--- config.mk ---
export PLATFORM = sky130hd
export DESIGN_NAME = ramp_adc_ctrl
export DESIGN_NICKNAME = d
export VERILOG_FILES = /design/src/rtl/ramp_adc_pkg.sv /design/src/rtl/adc_cmp_sync.sv /design/src/rtl/adc_seq_ctrl.sv /design/src/rtl/adc_code_cnt.sv /design/src/rtl/ramp_adc_ctrl.sv
export SDC_FILE = /design/constraint.sdc
export NUM_CORES = 1
export LEC_CHECK = 0
export ABC_CLOCK_PERIOD_IN_PS = 2620
export BUFFER_PORTS_ARGS = -buffer_cell sky130_fd_sc_hd__clkbuf_2
export CAP_MARGIN = 20
export CORE_MARGIN = 2
export CORE_UTILIZATION = 55
export DETAILED_ROUTE_END_ITERATION = 6
export PLACE_DENSITY = 0.78
export RECOVER_POWER = 50
export SETUP_SLACK_MARGIN = 0.02
export SKIP_LAST_GASP = 1
export SLEW_MARGIN = 0
export SYNTH_ARGS = -nofsm -noshare
export SYNTH_HDL_FRONTEND = slang
export SYNTH_SLANG_ARGS = --single-unit
export TNS_END_PERCENT = 10
--- constraint.sdc ---
create_clock -name clk -period 2.62 [get_ports clk]
set_input_delay 0.262 -clock clk [delete_from_list [all_inputs] [get_ports clk]]
set_output_delay 0.262 -clock clk [all_outputs]
set_load 0.005 [all_outputs]
--- src/rtl/ramp_adc_pkg.sv ---
package ramp_adc_pkg;

    typedef enum logic {
        MODE_COUNT = 1'b0,
        MODE_TRACK = 1'b1
    } adc_mode_e;

    // One-cycle command to the code counter.
    typedef struct packed {
        logic clamp;   // mode change: pull the code back into range
        logic clr;     // start of a ramp
        logic ramp;    // ramp step up
        logic track;   // tracking step
        logic down;    // tracking direction
    } cnt_ctrl_t;

    // Width that holds codes 0 .. 2^n-1+s (ramp overshoot by sync depth).
    function automatic int cnt_width(input int n, input int s);
        return $clog2((2 ** n) + s);
    endfunction

endpackage

--- src/rtl/adc_cmp_sync.sv ---
module adc_cmp_sync #(
    parameter int STAGES = 2
) (
    input  logic clk,
    input  logic rst,
    input  logic d_i,
    output logic q_o
);
    logic [STAGES-1:0] chain;

    genvar g;
    generate
        for (g = 0; g < STAGES; g++) begin : g_stage
            if (g == 0) begin : g_first
                always_ff @(posedge clk) begin
                    if (rst) chain[0] <= 1'b0;
                    else     chain[0] <= d_i;
                end
            end else begin : g_next
                always_ff @(posedge clk) begin
                    if (rst) chain[g] <= 1'b0;
                    else     chain[g] <= chain[g-1];
                end
            end
        end
    endgenerate

    assign q_o = chain[STAGES-1];
endmodule

--- src/rtl/adc_seq_ctrl.sv ---
module adc_seq_ctrl
    import ramp_adc_pkg::*;
#(
    parameter int N    = 6,
    parameter int SYNC = 2,
    parameter int CW   = cnt_width(N, SYNC)
) (
    input  logic            clk,
    input  logic            rst,
    input  logic            start_i,
    input  adc_mode_e       mode_i,
    input  logic            cmp_s_i,
    input  logic [CW-1:0]   cnt_i,
    output cnt_ctrl_t       ctrl_o,
    output logic            busy_o,
    output logic            stop_o,
    output adc_mode_e       mode_o
);
    localparam logic [CW-1:0] BLANK = CW'(SYNC);
    localparam logic [CW-1:0] LAST  = CW'((2 ** N) - 1 + SYNC);

    adc_mode_e mode_q;
    logic      busy_q;
    logic      switch_w;
    logic      start_ok;
    logic      stop_w;

    assign switch_w = (mode_i != mode_q);
    assign start_ok = start_i && !busy_q && (mode_q == MODE_COUNT) && !switch_w;
    // Decision from cnt-SYNC is what cmp_s reflects; blank the stale ones.
    assign stop_w   = busy_q && !switch_w &&
                      (((cnt_i >= BLANK) && cmp_s_i) || (cnt_i == LAST));

    always_comb begin
        ctrl_o       = '0;
        ctrl_o.clamp = switch_w;
        ctrl_o.clr   = start_ok;
        ctrl_o.ramp  = busy_q && !switch_w && !stop_w;
        ctrl_o.track = (mode_q == MODE_TRACK) && !switch_w;
        ctrl_o.down  = cmp_s_i;
    end

    always_ff @(posedge clk) begin
        if (rst) begin
            mode_q <= MODE_COUNT;
            busy_q <= 1'b0;
        end else begin
            mode_q <= mode_i;
            if (switch_w)      busy_q <= 1'b0;
            else if (start_ok) busy_q <= 1'b1;
            else if (stop_w)   busy_q <= 1'b0;
        end
    end

    assign busy_o = busy_q;
    assign stop_o = stop_w;
    assign mode_o = mode_q;

    // a mode change always leaves the controller idle
    a_r10_idle_on_switch: assert property (@(posedge clk) disable iff (rst)
        switch_w |=> !busy_q);

    // a running conversion only ends through a stop or a mode change
    a_r6_busy_holds: assert property (@(posedge clk) disable iff (rst)
        (busy_q && !stop_w && !switch_w) |=> busy_q);

    // no stop while the ramp is inside the blanking window
    a_r11_blank: assert property (@(posedge clk) disable iff (rst)
        (busy_q && (cnt_i < BLANK)) |-> !stop_w);

    // an accepted start leaves the counter at zero and busy set
    a_r2_start_arms: assert property (@(posedge clk) disable iff (rst)
        start_ok |=> (busy_q && (cnt_i == '0)));

    // no conversion in tracking mode
    a_r10_track_idle: assert property (@(posedge clk) disable iff (rst)
        (mode_q == MODE_TRACK) |-> !busy_q);
endmodule

--- src/rtl/adc_code_cnt.sv ---
module adc_code_cnt
    import ramp_adc_pkg::*;
#(
    parameter int N    = 6,
    parameter int SYNC = 2,
    parameter int CW   = cnt_width(N, SYNC)
) (
    input  logic           clk,
    input  logic           rst,
    input  cnt_ctrl_t      ctrl_i,
    output logic [CW-1:0]  cnt_o,
    output logic [N-1:0]   code_o
);
    localparam logic [CW-1:0] TOP = CW'((2 ** N) - 1);

    logic [CW-1:0] cnt_q;
    logic [CW-1:0] clip_w;

    assign clip_w = (cnt_q > TOP) ? TOP : cnt_q;

    always_ff @(posedge clk) begin
        if (rst) begin
            cnt_q <= '0;
        end else if (ctrl_i.clamp) begin
            cnt_q <= clip_w;
        end else if (ctrl_i.clr) begin
            cnt_q <= '0;
        end else if (ctrl_i.ramp) begin
            cnt_q <= cnt_q + 1'b1;
        end else if (ctrl_i.track) begin
            if (ctrl_i.down) cnt_q <= (cnt_q == '0) ? '0 : cnt_q - 1'b1;
            else             cnt_q <= (cnt_q >= TOP) ? TOP : cnt_q + 1'b1;
        end
    end

    assign cnt_o  = cnt_q;
    assign code_o = clip_w[N-1:0];

    // a ramp step adds exactly one
    a_r3_ramp_step: assert property (@(posedge clk) disable iff (rst)
        (ctrl_i.ramp && !ctrl_i.clamp && !ctrl_i.clr) |=>
        (int'(cnt_q) == int'($past(cnt_q)) + 1));

    // tracking never leaves the code range
    a_r9_track_range: assert property (@(posedge clk) disable iff (rst)
        ctrl_i.track |-> (cnt_q <= TOP));

    // no wrap at full scale or at zero
    a_r9_no_wrap_top: assert property (@(posedge clk) disable iff (rst)
        (ctrl_i.track && !ctrl_i.down && (cnt_q == TOP)) |=> (cnt_q == TOP));
    a_r9_no_wrap_zero: assert property (@(posedge clk) disable iff (rst)
        (ctrl_i.track && ctrl_i.down && (cnt_q == '0)) |=> (cnt_q == '0));

    // a tracking step moves the code by at most one
    a_r8_track_step: assert property (@(posedge clk) disable iff (rst)
        ctrl_i.track |=>
        ((int'(cnt_q) - int'($past(cnt_q)) <= 1) &&
         (int'($past(cnt_q)) - int'(cnt_q) <= 1)));
endmodule

--- src/rtl/ramp_adc_ctrl.sv ---
module ramp_adc_ctrl
    import ramp_adc_pkg::*;
#(
    parameter int N    = 6,
    parameter int SYNC = 2
) (
    input  logic          clk,
    input  logic          rst,
    input  logic          start_i,
    input  logic          mode_i,
    input  logic          cmp_i,
    output logic [N-1:0]  dac_code_o,
    output logic [N-1:0]  result_o,
    output logic          ready_o,
    output logic          hold_n_o
);
    localparam int CW = cnt_width(N, SYNC);

    logic          cmp_s;
    cnt_ctrl_t     ctrl;
    logic [CW-1:0] cnt;
    logic [N-1:0]  code;
    logic          busy;
    logic          stop;
    adc_mode_e     mode_q;
    logic [N-1:0]  result_q;
    logic [CW-1:0] back_w;

    adc_cmp_sync #(.STAGES(SYNC)) u_sync (
        .clk (clk),
        .rst (rst),
        .d_i (cmp_i),
        .q_o (cmp_s)
    );

    adc_seq_ctrl #(.N(N), .SYNC(SYNC), .CW(CW)) u_seq (
        .clk     (clk),
        .rst     (rst),
        .start_i (start_i),
        .mode_i  (adc_mode_e'(mode_i)),
        .cmp_s_i (cmp_s),
        .cnt_i   (cnt),
        .ctrl_o  (ctrl),
        .busy_o  (busy),
        .stop_o  (stop),
        .mode_o  (mode_q)
    );

    adc_code_cnt #(.N(N), .SYNC(SYNC), .CW(CW)) u_cnt (
        .clk    (clk),
        .rst    (rst),
        .ctrl_i (ctrl),
        .cnt_o  (cnt),
        .code_o (code)
    );

    // Undo the synchronizer overshoot when the ramp stops.
    assign back_w = cnt - CW'(SYNC);

    always_ff @(posedge clk) begin
        if (rst)       result_q <= '0;
        else if (stop) result_q <= back_w[N-1:0];
    end

    assign dac_code_o = code;
    assign result_o   = (mode_q == MODE_TRACK) ? code : result_q;
    assign ready_o    = !busy;
    assign hold_n_o   = !busy;

    // the ramp result only changes when a conversion ends
    a_r7_result_hold: assert property (@(posedge clk) disable iff (rst)
        !stop |=> $stable(result_q));

    // a conversion ends with ready rising
    a_r5_stop_ready: assert property (@(posedge clk) disable iff (rst)
        stop |=> ready_o);
endmodule

==> out/metrics.cfg <==
[clock_tree]
htree_levels=1
cts_root_buffer=clkbuf_4
ctsResizeCount=0
insertion_delay_ns=0.30
postCtsSetupBuffers=0
cts.clk_slew.worst_paths_ns=0.11
ctsLongestPathBuffers=2
cts.sinks=17
cts-hold-fix-buffers=0
cts_tree=built
numCtsBuffers=3

[routing]
vias=1187
vias_per_cell=5.94
drt-total-wl_mm=2.91
drc_errors=0
drt-pass1-iter-count=4
drtIter0Drc=51
post_drt_wl_per_cell_um=14.6
antenna_left=0

[grt]
grtUsageMet3_pct=1.69
grt_pass1_wl_mm=4.86
first_global_vias=1061
busiest_layer=met2
grt_use_met1_pct=31.1
grt_max_degree=19
grt_usage_pct=23.5
gr-usage-met2_pct=39.9
grt_overflow=0
antenna_found_initial=0

[run]
maxCapViolations=0

[critical_path]
endpoint_kind=output port
crit_fanout=12
cp-start-kind=flip-flop
worstPathArrival_ns=2.05
required_ns=2.36
worstSetupPathType=flip-flop to output port

[finish]
final_cell_mix=nor2_1 (17), dfxtp_1 (17), nand2_1 (13), clkbuf_2 (11), a21oi_1 (10)
diodes=0
layout.nets=186
multiInputGateArea_um2=861
finalNonFillerCells=200
regArea_um2=340
syn2layout_area_growth_pct=4.97
layout-drive-gt1-share_pct=19.8
fillCellCount=232
final_util_pct=62.1

[sta]
finalHoldViolCount=0
worst_pin_slew_ns=0.887
skew_ns=0.00693
relSlewSlack_pct=40.9
fmax_mhz=432
post-route-min-period_ns=2.32
setup_viol_count_final=0
holdWs_ns=0.160
grt_setup_unrepaired=false
min_period_over_period_pct=88.4
fin_setup_tns_ns=0
slew_violations=0

[floorplanning]
dieArea_um2=2840
ios=19
die-height_um=53.2
core_um2=2250
die_w_um=53.2
row_count=17
start_util_pct=59.2

[pwr]
clockPowerShare_pct=26.0
vdd_ir_drop_max_uv=275
p_sw_uw=190
power_density_nw_per_um2=412
power_frac_seq_pct=48.9
netSwitchingFraction_pct=32.9
pwr-share-comb_pct=25.1
total_power_uw=576
p_int_uw=386
p_leak_nw=0.538

[logic_synthesis]
syn_inst=163
syn_area_um2=1330
syn_avg_cell_area_um2=8.18
yosysWarnings=0
synth_nets=176
yosys_register_bits=17
ys_seq_area_share_pct=25.5
synth_cell_types=48

[status]
status=complete, no violations

[placement]
gp_congestion=0.913
dp_cells=196
hpwlAfterDp_mm=2.20
port_buffers=18

[min_path]
hold_path_class=input port to flip-flop

==> cell usage after synthesis (all sizes together) <==
cell | number | area share (%)
mux2i | 2 | 1.5
and2 | 2 | 1.1
a22oi | 2 | 1.1
inv | 9 | 2.5
nor4 | 1 | 0.47
or3 | 1 | 0.47
o21a | 1 | 0.56
a211oi | 6 | 3.8
a221oi | 2 | 2.3
nor3b | 1 | 0.56
o311ai | 1 | 0.66
and4bb | 1 | 0.94
nand3 | 5 | 2.8
nand2b | 2 | 0.94
o22ai | 6 | 2.8
a211o | 1 | 0.66
xnor2 | 7 | 4.6
o2111ai | 1 | 0.66
o21bai | 1 | 0.56
ha | 8 | 7.5
o21ai | 4 | 1.8
xor2 | 4 | 2.6
nand4 | 2 | 0.94
nand2 | 13 | 3.7
nor2b | 3 | 1.4
mux2 | 4 | 3.4
o221ai | 1 | 0.66
o32ai | 1 | 0.66
dfxtp | 17 | 26
buf | 12 | 6.3
nor3 | 1 | 0.37
clkbuf | 4 | 1.1
a311oi | 1 | 1.1
or3b | 1 | 0.66
a21oi | 11 | 5.0
and4 | 1 | 0.66
o211ai | 1 | 0.56
or2 | 5 | 2.3
nor2 | 17 | 4.8
==> worst max-delay path: stages (launching register included) <==
cell and delay (ns):
dfxtp_1 0.58, ha_1 0.30, nand2_1 0.11, nand3_1 0.09
o21bai_1 0.12, nand2b_1 0.18, mux2_2 0.26, clkbuf_2 0.11
==> final timing paths <==
path                   start               to  slack [ns]  cells after the start
max           u_cnt.cnt_o[0]      result_o[2]        0.30                      7
min                    cmp_i  u_sync.chain[0]        0.16                      2
max reg2reg   u_cnt.cnt_o[1]   u_cnt.cnt_o[1]        0.42                      8
min reg2reg  u_sync.chain[0]       u_sync.q_o        0.45                      1
==> power by group through the flow <==
stage               clock, mW  sequential (mW)  combinational (mW)
floorplan                   0            0.277               0.126
global placement            0            0.287               0.143
detailed placement          0            0.288               0.145
CTS                     0.152            0.282               0.146
global route            0.163            0.284               0.161
finish                  0.150            0.282               0.145
==> per-stage QoR <==
stage | setup slack, ns | area [um^2]
finish | 0.304 | 1400
global route | 0.141 | 1400
CTS | 0.309 | 1410
detailed placement | 0.462 | 1380
global placement | 0.514 | 1380
floorplan | 0.563 | 1330
==> metal layers <==
layer	part of all wire, %	up-vias
met5	0	-
met2	47	49
met4	1.4	0
li1	-	586
met3	7.1	5
met1	44	547
==> area by class of cell <==
class                   count  share of cell area, %
flip-flops and latches     17                   24.3
clock buffers               4                   1.88
repair buffers             21                   7.42
well taps                  28                   2.50
multi-input cells         121                   61.5
inverters                   9                   2.41
==> cells by family (layout without fill, tap and decap cells) <==
logic type | count (synthesis) | in the layout | share of synthesized area [%]
adders and majority gates | 8 | 8 | 7.50
muxes | 6 | 6 | 4.88
AOI/OAI and AO/OA | 40 | 40 | 22.8
DFF | 17 | 17 | 25.5
and+or+nand+nor | 56 | 56 | 22.1
buffers and inverters | 25 | 34 | 9.94
xor gates and xnor gates | 11 | 11 | 7.22
==> registers in the layout, indices dropped and copies added (netlist names) <==
name          count
u_sync.q_o        1
u_seq.mode_o      1
result_q          6
u_sync.chain      1
u_cnt.cnt_o       7
u_seq.busy_o      1
(Power assumes the default switching activity.)
